<file path="config.mk">
export PLATFORM = sky130hd
export DESIGN_NAME = cap_buffer
export DESIGN_NICKNAME = d
export VERILOG_FILES = /design/src/rtl/cap_pkg.sv /design/src/rtl/cap_decim.sv /design/src/rtl/cap_mem.sv /design/src/rtl/cap_reader.sv /design/src/rtl/cap_buffer.sv
export SDC_FILE = /design/constraint.sdc
export NUM_CORES = 1
export LEC_CHECK = 0
export ABC_AREA = 1
export BUFFER_PORTS_ARGS = -buffer_cell sky130_fd_sc_hd__buf_2
export CAP_MARGIN = 15
export CORE_AREA = 2 2 166 168
export DETAILED_ROUTE_END_ITERATION = 7
export DIE_AREA = 0 0 168 170
export SLEW_MARGIN = 40
export SYNTH_ARGS = -nofsm -noshare
export SYNTH_HDL_FRONTEND = slang
export SYNTH_SLANG_ARGS = --single-unit
</file>
<file path="constraint.sdc">
create_clock -name clk -period 2.2 [get_ports clk]
set_clock_uncertainty 0.15 [all_clocks]
set_input_delay 0.44 -clock clk [delete_from_list [all_inputs] [get_ports clk]]
set_output_delay 0.44 -clock clk [all_outputs]
set_load 0.005 [all_outputs]
</file>
<file path="src/rtl/cap_pkg.sv">
package cap_pkg;
  localparam int BYTE_W = 8;
  localparam int WORD_W = 16;

  typedef enum logic {
    PH_HI = 1'b0,
    PH_LO = 1'b1
  } byte_phase_e;
endpackage

</file>
<file path="src/rtl/cap_decim.sv">
module cap_decim #(
  parameter int RATE_W = 2
) (
  input  logic              clk,
  input  logic              rst_n,
  input  logic              clr,
  input  logic              win,
  input  logic              vld,
  input  logic [RATE_W-1:0] code,
  output logic              keep
);
  logic [RATE_W-1:0] phase_q, phase_d;

  always_comb begin
    keep    = win && vld && (phase_q == '0);
    phase_d = phase_q;
    if (clr || !win)
      phase_d = '0;
    else if (vld)
      phase_d = (phase_q >= code) ? '0 : phase_q + 1'b1;
  end

  always_ff @(posedge clk or negedge rst_n) begin
    if (!rst_n) phase_q <= '0;
    else        phase_q <= phase_d;
  end

  // a closed window leaves the next in-window sample kept
  a_r5_window_restart: assert property (@(posedge clk) disable iff (!rst_n)
    !win |=> (!(win && vld) || keep));
endmodule

</file>
<file path="src/rtl/cap_mem.sv">
module cap_mem #(
  parameter int SAMPLE_W = 10,
  parameter int DEPTH    = 16,
  localparam int ADDR_W  = $clog2(DEPTH)
) (
  input  logic                clk,
  input  logic                we,
  input  logic [ADDR_W-1:0]   waddr,
  input  logic [SAMPLE_W-1:0] wdata,
  input  logic [ADDR_W-1:0]   raddr,
  output logic [SAMPLE_W-1:0] rdata
);
  logic [SAMPLE_W-1:0] store [DEPTH];

  always_ff @(posedge clk) begin
    if (we) store[waddr] <= wdata;
  end

  assign rdata = store[raddr];
endmodule

</file>
<file path="src/rtl/cap_reader.sv">
module cap_reader
  import cap_pkg::*;
#(
  parameter int SAMPLE_W = 10,
  parameter int DEPTH    = 16,
  localparam int ADDR_W  = $clog2(DEPTH),
  localparam int CNT_W   = ADDR_W + 1
) (
  input  logic                clk,
  input  logic                rst_n,
  input  logic                clr,
  input  logic                rd_req,
  input  logic [CNT_W-1:0]    wr_cnt,
  input  logic [SAMPLE_W-1:0] word,
  output logic [ADDR_W-1:0]   rd_addr,
  output logic [BYTE_W-1:0]   rd_data,
  output logic                rd_vld
);
  logic [CNT_W-1:0]  ptr_q, ptr_d;
  byte_phase_e       ph_q, ph_d;
  logic [BYTE_W-1:0] data_q, data_d;
  logic              vld_q;
  logic [WORD_W-1:0] ext;
  logic              empty;

  assign ext     = WORD_W'(word);
  assign empty   = (ptr_q == wr_cnt);
  assign rd_addr = ptr_q[ADDR_W-1:0];

  always_comb begin
    ptr_d  = ptr_q;
    ph_d   = ph_q;
    data_d = data_q;
    if (clr) begin
      ptr_d  = '0;
      ph_d   = PH_HI;
      data_d = '0;
    end else if (rd_req) begin
      if (empty) begin
        data_d = '0;
      end else if (ph_q == PH_HI) begin
        data_d = ext[WORD_W-1:BYTE_W];
        ph_d   = PH_LO;
      end else begin
        data_d = ext[BYTE_W-1:0];
        ph_d   = PH_HI;
        ptr_d  = ptr_q + 1'b1;
      end
    end
  end

  always_ff @(posedge clk or negedge rst_n) begin
    if (!rst_n) begin
      ptr_q  <= '0;
      ph_q   <= PH_HI;
      data_q <= '0;
      vld_q  <= 1'b0;
    end else begin
      ptr_q  <= ptr_d;
      ph_q   <= ph_d;
      data_q <= data_d;
      vld_q  <= rd_req;
    end
  end

  assign rd_data = data_q;
  assign rd_vld  = vld_q;

  // each request answered exactly one cycle later
  a_r6_vld_follows_req: assert property (@(posedge clk) disable iff (!rst_n)
    rd_req |=> rd_vld);
  a_r6_no_spurious_vld: assert property (@(posedge clk) disable iff (!rst_n)
    !rd_req |=> !rd_vld);
  // drained buffer answers zero and keeps its pointer
  a_r7_empty_zero: assert property (@(posedge clk) disable iff (!rst_n)
    (rd_req && !clr && ptr_q == wr_cnt) |=> (rd_data == '0 && $stable(ptr_q)));
endmodule

</file>
<file path="src/rtl/cap_buffer.sv">
module cap_buffer
  import cap_pkg::*;
#(
  parameter int SAMPLE_W = 10,
  parameter int DEPTH    = 16,
  parameter int RATE_W   = 2,
  localparam int ADDR_W  = $clog2(DEPTH),
  localparam int CNT_W   = ADDR_W + 1
) (
  input  logic                clk,
  input  logic                rst_n,
  input  logic                smp_vld,
  input  logic [SAMPLE_W-1:0] smp_data,
  input  logic [RATE_W-1:0]   rate_code,
  input  logic                acq_win,
  input  logic                ptr_clr,
  input  logic                rd_req,
  output logic [BYTE_W-1:0]   rd_data,
  output logic                rd_vld,
  output logic                buf_full,
  output logic [CNT_W-1:0]    wr_count
);
  logic              keep;
  logic              wr_en;
  logic [CNT_W-1:0]  cnt_q, cnt_d;
  logic [ADDR_W-1:0] rd_addr;
  logic [SAMPLE_W-1:0] rd_word;

  cap_decim #(.RATE_W(RATE_W)) u_decim (
    .clk  (clk),
    .rst_n(rst_n),
    .clr  (ptr_clr),
    .win  (acq_win),
    .vld  (smp_vld),
    .code (rate_code),
    .keep (keep)
  );

  assign buf_full = (cnt_q == CNT_W'(DEPTH));
  assign wr_en    = keep && !buf_full && !ptr_clr;

  always_comb begin
    cnt_d = cnt_q;
    if (ptr_clr)    cnt_d = '0;
    else if (wr_en) cnt_d = cnt_q + 1'b1;
  end

  always_ff @(posedge clk or negedge rst_n) begin
    if (!rst_n) cnt_q <= '0;
    else        cnt_q <= cnt_d;
  end

  assign wr_count = cnt_q;

  cap_mem #(.SAMPLE_W(SAMPLE_W), .DEPTH(DEPTH)) u_mem (
    .clk  (clk),
    .we   (wr_en),
    .waddr(cnt_q[ADDR_W-1:0]),
    .wdata(smp_data),
    .raddr(rd_addr),
    .rdata(rd_word)
  );

  cap_reader #(.SAMPLE_W(SAMPLE_W), .DEPTH(DEPTH)) u_reader (
    .clk    (clk),
    .rst_n  (rst_n),
    .clr    (ptr_clr),
    .rd_req (rd_req),
    .wr_cnt (cnt_q),
    .word   (rd_word),
    .rd_addr(rd_addr),
    .rd_data(rd_data),
    .rd_vld (rd_vld)
  );

  // count never moves while full unless cleared
  a_r8_no_overflow: assert property (@(posedge clk) disable iff (!rst_n)
    (buf_full && !ptr_clr) |=> $stable(wr_count));
  // closed window stores nothing
  a_r4_closed_window: assert property (@(posedge clk) disable iff (!rst_n)
    (!acq_win && !ptr_clr) |=> $stable(wr_count));
  // clear empties the buffer
  a_r9_clear: assert property (@(posedge clk) disable iff (!rst_n)
    ptr_clr |=> (wr_count == '0 && !buf_full));
endmodule

</file>
==> flow_summary.toml, run 1 <==
[outcome]
status = "finished clean"

[floorplan]
die_area_sq_mm = 0.02856
pin_count = 33
dieHeight_um = 170
core-area_sq_mm = 0.02665
row_count = 60
initial_utilization = 0.2955
fp.dieW_um = 168

[global_routing]
grt_max_degree = 53
grt_overflow = 0
grt_usage = 0.1400
grt_pass1_vias = 4989
grt_antenna_before_repair = 0
grt_pass1_wl_mm = 29.64

[worst_setup_path]
startpoint = "u_decim.phase_q[0]"
r2r_slack_ns = 0.13
worstPathRequired_ns = 2.19
startpoint_type = "flip-flop"
r2r_start = "u_decim.phase_q[0]"
crit_path_end_kind = "flip-flop"
arrival_ns = 2.06
worst-setup-path-type = "reg -> reg"
critPathMaxFanout = 10
r2r_end = "u_mem.store[3][0]"
reg2regPathDepth = 9

[routing]
wl_per_cell_um = 16.80
via_per_inst = 4.582
drtIter0Drc = 455
drtPass1Iterations = 5
wirelength_mm = 19.24
drtAntennaViolNets = 0
post-route-drc-count = 0
dr_total_vias = 5246

[hold_path]
whs_path_depth = 3
min_to = "wr_count[4]"
min_from = "ptr_clr"
min_path_type = "in -> reg"

[sta]
slew_headroom = 0.6595
fin_ws_ns = 0.1312
max_clock_freq_mhz = 483.4
min_period_over_period = 0.9404
slew_viol_final = 0
fin_tns_setup_ns = 0
setup_viol = 0
rsz0062_at_grt = "no"
tightest_slew_ns = 0.5108
final_hold_viol_count = 0
layout_min_cycle_time_ns = 2.069

[clock_network]
htreeDepth = 4
cts_tree = "done"
cts.clk_slew.worst_paths_ns = 0.07
clockBufferDepth = 2
clk_latency_ns = 0.43
numCtsBuffers = 17
clkSinkCount = 182
post_cts_buffers = 0
cts_root_buf = "clkbuf_16"

[placement]
place_inst = 1111
pre_cts_slack_ns = 0.09676
gp_congestion = 0.8899
numPortBuffers = 32
hpwl_mm = 12.45

[synth]
yosysSeqAreaShare = 0.6800
syn_nets = 761
syn-instance-count = 735
ys_ff_latch = 182
syn_avg_cell_area_sq_um = 10.71
synth_cell_type_count = 34
syn-cell-area_sq_mm = 0.007875
ys.warnings.count = 0

[finish]
stdcell_count = 1145
drive_above_1_share = 0.1480
area_growth_pct = 16.94
layout.nets = 817
n_antenna_cell = 0

[job]
maxCapViolCount = 0

[pwr]
ir_worst_vdd_mv = 0.4927
powerDensity_mw_per_mm2 = 761.1
power_leakage_nw = 3.666
routing by layer:
| metal | GRT usage | up-vias | routed length, um |
|---|---|---|---|
| li1 | - | 2557 | - |
| met3 | 0.03000 | 15 | 984 |
| met5 | 0 | - | 0 |
| met4 | 0.04575 | 0 | 265 |
| met2 | 0.2152 | 166 | 8607 |
| met1 | 0.1975 | 2508 | 9378 |
sequential cells by signal, summed over array words and instances, names as in the netlist:
signal and flops:
u_reader.rd_vld 1, u_reader.ptr_q 5, u_decim.phase_q 2, u_reader.ph_q 1
u_mem.store 160, wr_count 5, u_reader.rd_data 8
layout make-up:
cell class	instances	area, sq um
inverter	66	250.2
multi-input combinational	454	2081
sequential	182	5358
timing repair buffer	70	516.7
tap	341	426.7
clock inverter	15	151.4
fill	2641	17440
clock buffer	17	425.4
layout by cell type, fill, tap and decap left out, types with 2 or more instances in the layout:
cell	synthesis	layout
nand2_1	171	168
edfxtp_1	160	160
nor2_1	124	118
inv_1	62	62
nand3_1	60	60
o21ai_0	49	49
buf_2	16	32
buf_4	4	30
dfrtp_1	22	20
clkbuf_16	0	17
ha_1	8	8
nor2_2	1	7
o21ai_1	7	7
a21oi_1	6	6
o211ai_1	6	6
buf_12	0	5
nand2_2	1	4
clkinv_1	2	4
nand4_1	4	4
xnor2_1	3	3
xor2_1	3	3
clkinv_2	0	3
clkinvlp_4	0	3
inv_6	0	3
nor2_4	2	2
bufinv_16	0	2
dlygate4sd3_1	0	2
dfrtp_2	0	2
critical path, stage by stage (launching register included):
cell	delay (ns)
dfrtp_1	0.39
inv_1	0.08
ha_1	0.14
inv_1	0.03
nor2_1	0.10
nand2_1	0.10
nor2_1	0.21
nand2_1	0.20
nor2_2	0.17
buf_4	0.21
where the power goes:
part	total [mW]	internal (mW)	switching (mW)
Clock	2.97	1.68	1.30
Sequential	3.78	3.77	0.0111
Combinational	0.253	0.0711	0.182
Total	7.01	5.52	1.49
what timing repair did:
| action | 4_1_cts | 5_1_grt |
|---|---|---|
| resized for setup | 0 | 7 |
| hold buffers | 1 | 1 |
| hold endpoints to repair | 22 | 1 |
| setup endpoints to repair | 0 | 80 |
per-stage QoR:
stage / util / area [sq um] / power [mW] / hold slack (ns)
after floorplan: - / 7883 / 3.960 / -0.005591
after global placement: 0.3224 / 8593 / 4.107 / 0.2866
after detailed placement: 0.3224 / 8593 / 4.110 / 0.2921
after CTS: 0.3445 / 9180 / 7.066 / 0.0008981
after global routing: 0.3455 / 9209 / 7.231 / 0.1785
final: 0.3455 / 9209 / 7.009 / 0.1774
worst max-delay path by stage:
stage                         end  slack (ns)  cells past startpoint
2_1_floorplan  u_mem.store[12][0]       -0.07                      7
3_3_place_gp    u_mem.store[2][6]        0.14                     10
6_report        u_mem.store[3][0]        0.13                      9
3_5_place_dp    u_mem.store[2][6]         0.1                     10
5_1_grt         u_mem.store[3][8]      0.0002                      8
4_1_cts         u_mem.store[2][6]        0.07                     10
logic make-up (layout without fill, tap and decap cells):
kind of cell	after synthesis	count (layout)	share of synthesized area
multiplexers	1	1	0.001271
AO/OA/AOI/OAI	71	71	0.04782
XOR/XNOR	6	6	0.006674
flip-flops	182	182	0.6800
adder cells (fa/ha/maj)	8	8	0.01271
buffers and inverters	99	168	0.05863
AND/OR/NAND/NOR	368	368	0.1929
cell usage after synthesis, drive strengths merged:
cell type | instances | share of area
clkinv | 2 | 0.00095
mux2i | 1 | 0.0013
or2 | 1 | 0.00079
o21ai | 56 | 0.036
buf | 28 | 0.024
nand3 | 60 | 0.038
dfrtp | 22 | 0.070
o211ai | 6 | 0.0057
nand4 | 5 | 0.0048
edfxtp | 160 | 0.61
nor3 | 2 | 0.0027
clkbuf | 5 | 0.0024
nand2 | 173 | 0.084
o21a | 1 | 0.00095
xor2 | 3 | 0.0033
a21boi | 1 | 0.00095
inv | 64 | 0.031
a21oi | 6 | 0.0038
ha | 8 | 0.013
nor2 | 127 | 0.063
xnor2 | 3 | 0.0033
o22ai | 1 | 0.00079
Note: power is estimated with default switching activity, not from simulation.
==> run 2, diff against run 1 <==
--- a/config.mk
+++ b/config.mk
@@ -8,9 +8,9 @@
 export ABC_AREA = 1
 export BUFFER_PORTS_ARGS = -buffer_cell sky130_fd_sc_hd__buf_2
 export CAP_MARGIN = 15
-export CORE_AREA = 2 2 166 168
+export CORE_AREA = 2 2 126 220
 export DETAILED_ROUTE_END_ITERATION = 7
-export DIE_AREA = 0 0 168 170
+export DIE_AREA = 0 0 128 222
 export SLEW_MARGIN = 40
 export SYNTH_ARGS = -nofsm -noshare
 export SYNTH_HDL_FRONTEND = slang
==> flow_summary.toml, run 2 (synthesized netlist as in run 1, its figures left out) <==
[outcome]
status = "finished clean"

[finish]
final_cell_mix = "169 x nand2_1, 160 x edfxtp_1, 113 x nor2_1"
area_growth_pct = 17.43
final_common_cell = "nand2_1"
drive_above_1_share = 0.1638
n_fill_cell = 2643
n_antenna_cell = 0
largest_reg_flops = 160
post-route-util = 0.3491
layout.nets = 831
stdcell_count = 1142
top_register = "u_mem.store"

[pwr]
p_switching_mw = 1.466
ir_worst_vdd_mv = 0.4861
pwr-share-seq = 0.561
switching_share = 0.2171
p_comb_frac = 0.039
intPower_mw = 5.286
powerDensity_mw_per_mm2 = 730.1
p_clk_frac = 0.401
power_leakage_nw = 3.699

[global_routing]
grt_antenna_before_repair = 0
grt_max_degree = 53
grt_usage = 0.1560
grt_pass1_wl_mm = 32.02
grt_overflow = 0
grt_pass1_vias = 5613

[worst_setup_path]
critPathMaxStageDelay_ns = 0.39
worst-setup-path-type = "reg -> reg"
path_buf_inv = 5
path_delay_family = "buffers and inverters"
critPathMaxFanout = 10
cp_num_cells = 11
worstPathRequired_ns = 2.19
reg2regPathDepth = 11
crit_path_end_kind = "flip-flop"
startpoint_type = "flip-flop"
arrival_ns = 2.05
slowest_stage = "dfrtp_1"
cp_cell_sequence = "inv_1 -> ha_1 -> inv_1 -> nor2_2 -> nand2_2 -> nor2_2 -> buf_4 -> nand2_1 -> buf_4 -> nor2_1 -> buf_6"

[sta]
slew_viol_final = 0
slew_headroom = 0.6220
setup_viol = 0
layout_min_cycle_time_ns = 2.062
final_hold_viol_count = 0
min_period_over_period = 0.9371
tightest_slew_ns = 0.5669
max_clock_freq_mhz = 485.1
rsz0062_at_grt = "no"

[routing]
dr_total_vias = 5370
drtIter0Drc = 483
via_per_inst = 4.702
wirelength_mm = 21.38
post-route-drc-count = 0
drtAntennaViolNets = 0
drtPass1Iterations = 5
wl_per_cell_um = 18.72

[hold_path]
min_path_type = "in -> reg"
whs_path_depth = 3

[clock_network]
clockBufferDepth = 2
clkSinkCount = 182
clk_latency_ns = 0.44
cts.clk_slew.worst_paths_ns = 0.06
htreeDepth = 4
cts_root_buf = "clkbuf_16"
numCtsBuffers = 17
post_cts_buffers = 0
cts_tree = "done"

[placement]
place_inst = 1107
numPortBuffers = 32
hpwl_mm = 15.01
gp_congestion = 0.9592

[floorplan]
row_count = 79
dieHeight_um = 222
die_area_sq_mm = 0.02842
fp.dieW_um = 128
pin_count = 33
initial_utilization = 0.2973
core-area_sq_mm = 0.02649

[job]
maxCapViolCount = 0
==> run 2: cell count changes in the layout (fill, tap and decap cells not counted), moves of 3 or more <==
cell	delta
nor2_2	+4
buf_6	+6
clkbuf_1	+3
buf_4	+10
nor2_1	-5
==> run 2: worst min-delay path: stages <==
cell     delay (ns)
buf_2          0.11
nand3_1        0.10
o22ai_1        0.07
==> run 2: per-stage QoR <==
step	total power, mW	cell area (sq um)	worst slack, ns	setup TNS [ns]	hold WS, ns
floorplan	3.960	7883	-0.06834	-8.811	-0.005591
global placement	4.113	8645	0.1561	0	0.2844
detailed placement	4.114	8645	0.1050	0	0.2968
CTS	6.784	9184	0.08319	0	0.1759
global route	6.946	9248	0.008821	0	0.2046
finish	6.752	9248	0.1385	0	0.1925
==> run 2: timing repair <==
action | in CTS | in global routing
hold buffers | 2 | 0
endpoints found under the hold margin | 23 | 0
resized for setup | 0 | 19
endpoints found under the setup margin | 0 | 129
==> run 2: path summary, 6_finish.rpt <==
| kind | slack, ns | start | endpoint |
|---|---|---|---|
| worst max-delay path | 0.14 | u_decim.phase_q[0] | u_mem.store[1][6] |
| worst min-delay path | 0.19 | smp_vld | u_decim.phase_q[1] |
| worst max register to register | 0.14 | u_decim.phase_q[0] | u_mem.store[1][6] |
| worst min register to register | 0.32 | u_reader.rd_data[3] | u_reader.rd_data[3] |
| max in group asynchronous | 1.15 | rst_n | u_reader.ptr_q[0] |
| min in group asynchronous | 0.36 | rst_n | u_decim.phase_q[0] |
==> run 2: layer usage <==
| metal | vias up | global-route usage | wire, um |
|---|---|---|---|
| li1 | 2592 | - | - |
| met4 | 0 | 0.1145 | 1464 |
| met5 | - | 0 | 0 |
| met3 | 68 | 0.02534 | 731 |
| met2 | 156 | 0.2983 | 11980 |
| met1 | 2554 | 0.1438 | 7212 |
==> run 2: final cells by class <==
| type | instances | area (sq um) | area share |
|---|---|---|---|
| Inverter | 66 | 250.2 | 0.02706 |
| Multi-Input combinational cell | 454 | 2096 | 0.2266 |
| Tap cell | 324 | 405.4 | 0.04384 |
| Timing Repair Buffer | 84 | 619.3 | 0.06697 |
| Clock buffer | 20 | 436.7 | 0.04722 |
| Clock inverter | 12 | 82.58 | 0.008930 |
| Sequential cell | 182 | 5358 | 0.5794 |
==> run 2: power by group through the flow <==
stage,Sequential (mW),Clock [mW],Combinational [mW]
2_1_floorplan,3.86,0,0.105
3_3_place_gp,3.86,0,0.254
3_5_place_dp,3.86,0,0.256
4_1_cts,3.78,2.74,0.259
5_1_grt,3.78,2.88,0.286
6_report,3.78,2.71,0.260
==> run 3, diff against run 2 <==
--- a/config.mk
+++ b/config.mk
@@ -8,10 +8,13 @@
 export ABC_AREA = 1
 export BUFFER_PORTS_ARGS = -buffer_cell sky130_fd_sc_hd__buf_2
 export CAP_MARGIN = 15
-export CORE_AREA = 2 2 126 220
+export CORE_AREA = 2 2 130 227
+export CTS_CLUSTER_DIAMETER = 150
+export CTS_CLUSTER_SIZE = 20
 export DETAILED_ROUTE_END_ITERATION = 7
-export DIE_AREA = 0 0 128 222
+export DIE_AREA = 0 0 132 229
 export SLEW_MARGIN = 40
 export SYNTH_ARGS = -nofsm -noshare
 export SYNTH_HDL_FRONTEND = slang
+export SYNTH_HIERARCHICAL = 1
 export SYNTH_SLANG_ARGS = --single-unit
==> flow_summary.toml, run 3 <==
[pwr]
ir_worst_vdd_mv = 0.5743
power_leakage_nw = 4.232
powerDensity_mw_per_mm2 = 714.7

[hold_path]
whs_path_depth = 1
min_from = "rd_req"
min_to = "u_reader/rd_vld"
min_path_type = "in -> reg"

[routing]
drtAntennaViolNets = 0
via_per_inst = 4.447
drtPass1Iterations = 4
drtIter0Drc = 350
dr_total_vias = 5736
post-route-drc-count = 0
wl_per_cell_um = 15.70
wirelength_mm = 20.25

[finish]
post-route-util = 0.3423
final_cell_mix = "259 x nand2_1, 160 x edfxtp_1, 144 x inv_1"
final-seq-area_sq_mm = 0.005356
layout.nets = 923
top_register = "u_mem/store"
final_common_cell = "nand2_1"
area_growth_pct = 16.16
largest_reg_flops = 160
n_antenna_cell = 0
final_area_sq_mm = 0.009729
multi_input_area_sq_mm = 0.002200
stdcell_count = 1290
n_fill_cell = 2880
drive_above_1_share = 0.1546

[placement]
dpl_cell_area_sq_mm = 0.009150
hpwl_mm = 14.12
numPortBuffers = 32
place_inst = 1257
gp_congestion = 0.8103

[clock_network]
cts.clk_slew.worst_paths_ns = 0.07
clockBufferDepth = 2
cts_root_buf = "clkbuf_16"
clkSinkCount = 182
clk_latency_ns = 0.44
cts_tree = "done"
htreeDepth = 4
post_cts_buffers = 0
numCtsBuffers = 17

[job]
maxCapViolCount = 0

[global_routing]
grt_pass1_wl_mm = 30.68
grt_usage = 0.1362
grt_max_degree = 41
grt_antenna_before_repair = 0
grt_overflow = 0
grt_pass1_vias = 5753

[worst_setup_path]
crit_path_end_kind = "flip-flop"
cpMostUsedCell = "inv_1"
path_delay_family = "simple AND/OR/NAND/NOR gates"
cp_num_cells = 8
critPathMaxFanout = 6
worst-setup-path-type = "reg -> reg"
startpoint_type = "flip-flop"
worstPathRequired_ns = 2.20
path_buf_inv = 3
r2r_slack_ns = 0.03
cp_cell_sequence = "inv_1 -> ha_1 -> and3_2 -> nand3_2 -> inv_1 -> nand3_1 -> nor2_1 -> buf_4"
r2r_end = "u_mem/store[12][4]"
critPathMaxStageDelay_ns = 0.39
arrival_ns = 2.17
slowest_stage = "dfrtp_1"
r2r_start = "u_decim/phase_q[0]"
reg2regPathDepth = 8

[sta]
fin_tns_setup_ns = 0
rsz0062_at_grt = "yes"
tightest_slew_ns = 0.5580
final_hold_viol_count = 0
layout_min_cycle_time_ns = 2.167
min_period_over_period = 0.9850
slew_viol_final = 0
max_clock_freq_mhz = 461.5
slew_headroom = 0.6280
setup_viol = 0

[synth]
synth_cell_type_count = 32
synth_area_leaders = "edfxtp_1 57%, nand2_1 12%, nand3_1 8.2%, dfrtp_1 6.6%, inv_1 6.5%"
yosysSeqAreaShare = 0.6394
ys.warnings.count = 6
syn-cell-area_sq_mm = 0.008376
synth_top_area_frac = 0.5736
synth-async-reset-ratio = 0.1209
synth-edff-count = 160
synth_most_common_cell = "nand2_1"
synth_common_cells = "259 x nand2_1, 160 x edfxtp_1, 144 x inv_1"
syn-instance-count = 841
syn_nets = 865
ys_ff_latch = 182
syn_avg_cell_area_sq_um = 9.959
synth_largest_area_cell = "edfxtp_1"
synthFlopType = "edfxtp_1"

[outcome]
status = "finished clean"

[floorplan]
dieHeight_um = 229
die_area_sq_mm = 0.03023
row_count = 82
initial_utilization = 0.2947
pin_count = 33
fp.dieW_um = 132
core-area_sq_mm = 0.02842
## run 3: changes by cell type after synthesis, moves of 6 or more
cell and delta:
nand3_2 +12, o21ai_0 -49, nand3_1 +77, nand2_1 +88
inv_1 +82, nor2_1 -99, o211ai_1 -6
## run 3: cell families (layout without fill, tap and decap cells)
family                     after synthesis  after routing  synth area share
AOI/OAI and AO/OA                        7              7          0.005079
xor gates and xnor gates                 5              5          0.005230
adders and majority gates                6              6          0.008963
muxes                                    2              2          0.002689
buffers and inverters                  188            259           0.09860
DFF                                    182            182            0.6394
and+or+nand+nor                        451            451            0.2401
## run 3: metrics by stage
stage / hold WS (ns) / total power, mW / setup WS, ns
3_3_place_gp: 0.3109 / 4.106 / -0.004626
4_1_cts: 0.03369 / 7.026 / -0.003060
5_1_grt: 0.04823 / 7.174 / -0.07071
2_1_floorplan: -0.005591 / 3.971 / -0.09011
6_report: 0.05494 / 6.954 / 0.03292
3_5_place_dp: 0.3094 / 4.108 / 0.0001065
## run 3: report_power, final
part           internal, mW  leakage, nW  switching (mW)
clock network          1.59        0.275            1.34
registers              3.77         1.74         0.00911
logic                0.0688         2.22           0.180
total                  5.43         4.23            1.53
## run 3: final cells by class
type,instances,area share
sequential,182,0.5505
multi-input combinational,471,0.2261
inverter,150,0.05838
timing repair buffer,77,0.05787
tap,378,0.04861
clock buffer,17,0.04372
clock inverter,15,0.01479
## run 3: worst max-delay path by stage
stage	slack [ns]	from	endpoint
2_1_floorplan	-0.09	wr_count[0]	u_mem/store[11][0]
3_3_place_gp	-0.005	u_decim/phase_q[0]	u_mem/store[13][6]
3_5_place_dp	0.0001	u_decim/phase_q[0]	u_mem/store[13][5]
4_1_cts	-0.003	u_decim/phase_q[0]	u_mem/store[13][0]
5_1_grt	-0.07	u_decim/phase_q[0]	u_mem/store[12][4]
6_report	0.03	u_decim/phase_q[0]	u_mem/store[12][4]
## run 3: what timing repair did
| item | CTS | global route |
|---|---|---|
| hold buffers | 1 | 0 |
| hold endpoints to repair | 22 | 0 |
| gates resized for setup | 0 | 0 |
| setup endpoints to repair | 11 | 20 |
## run 3: layer usage
layer / vias to the layer above / part of all wire / global-route usage
met5: - / 0 / 0
met4: 0 / 0.033 / 0.07031
met3: 41 / 0.035 / 0.02390
met2: 133 / 0.58 / 0.2738
met1: 2756 / 0.36 / 0.1276
li1: 2806 / - / -
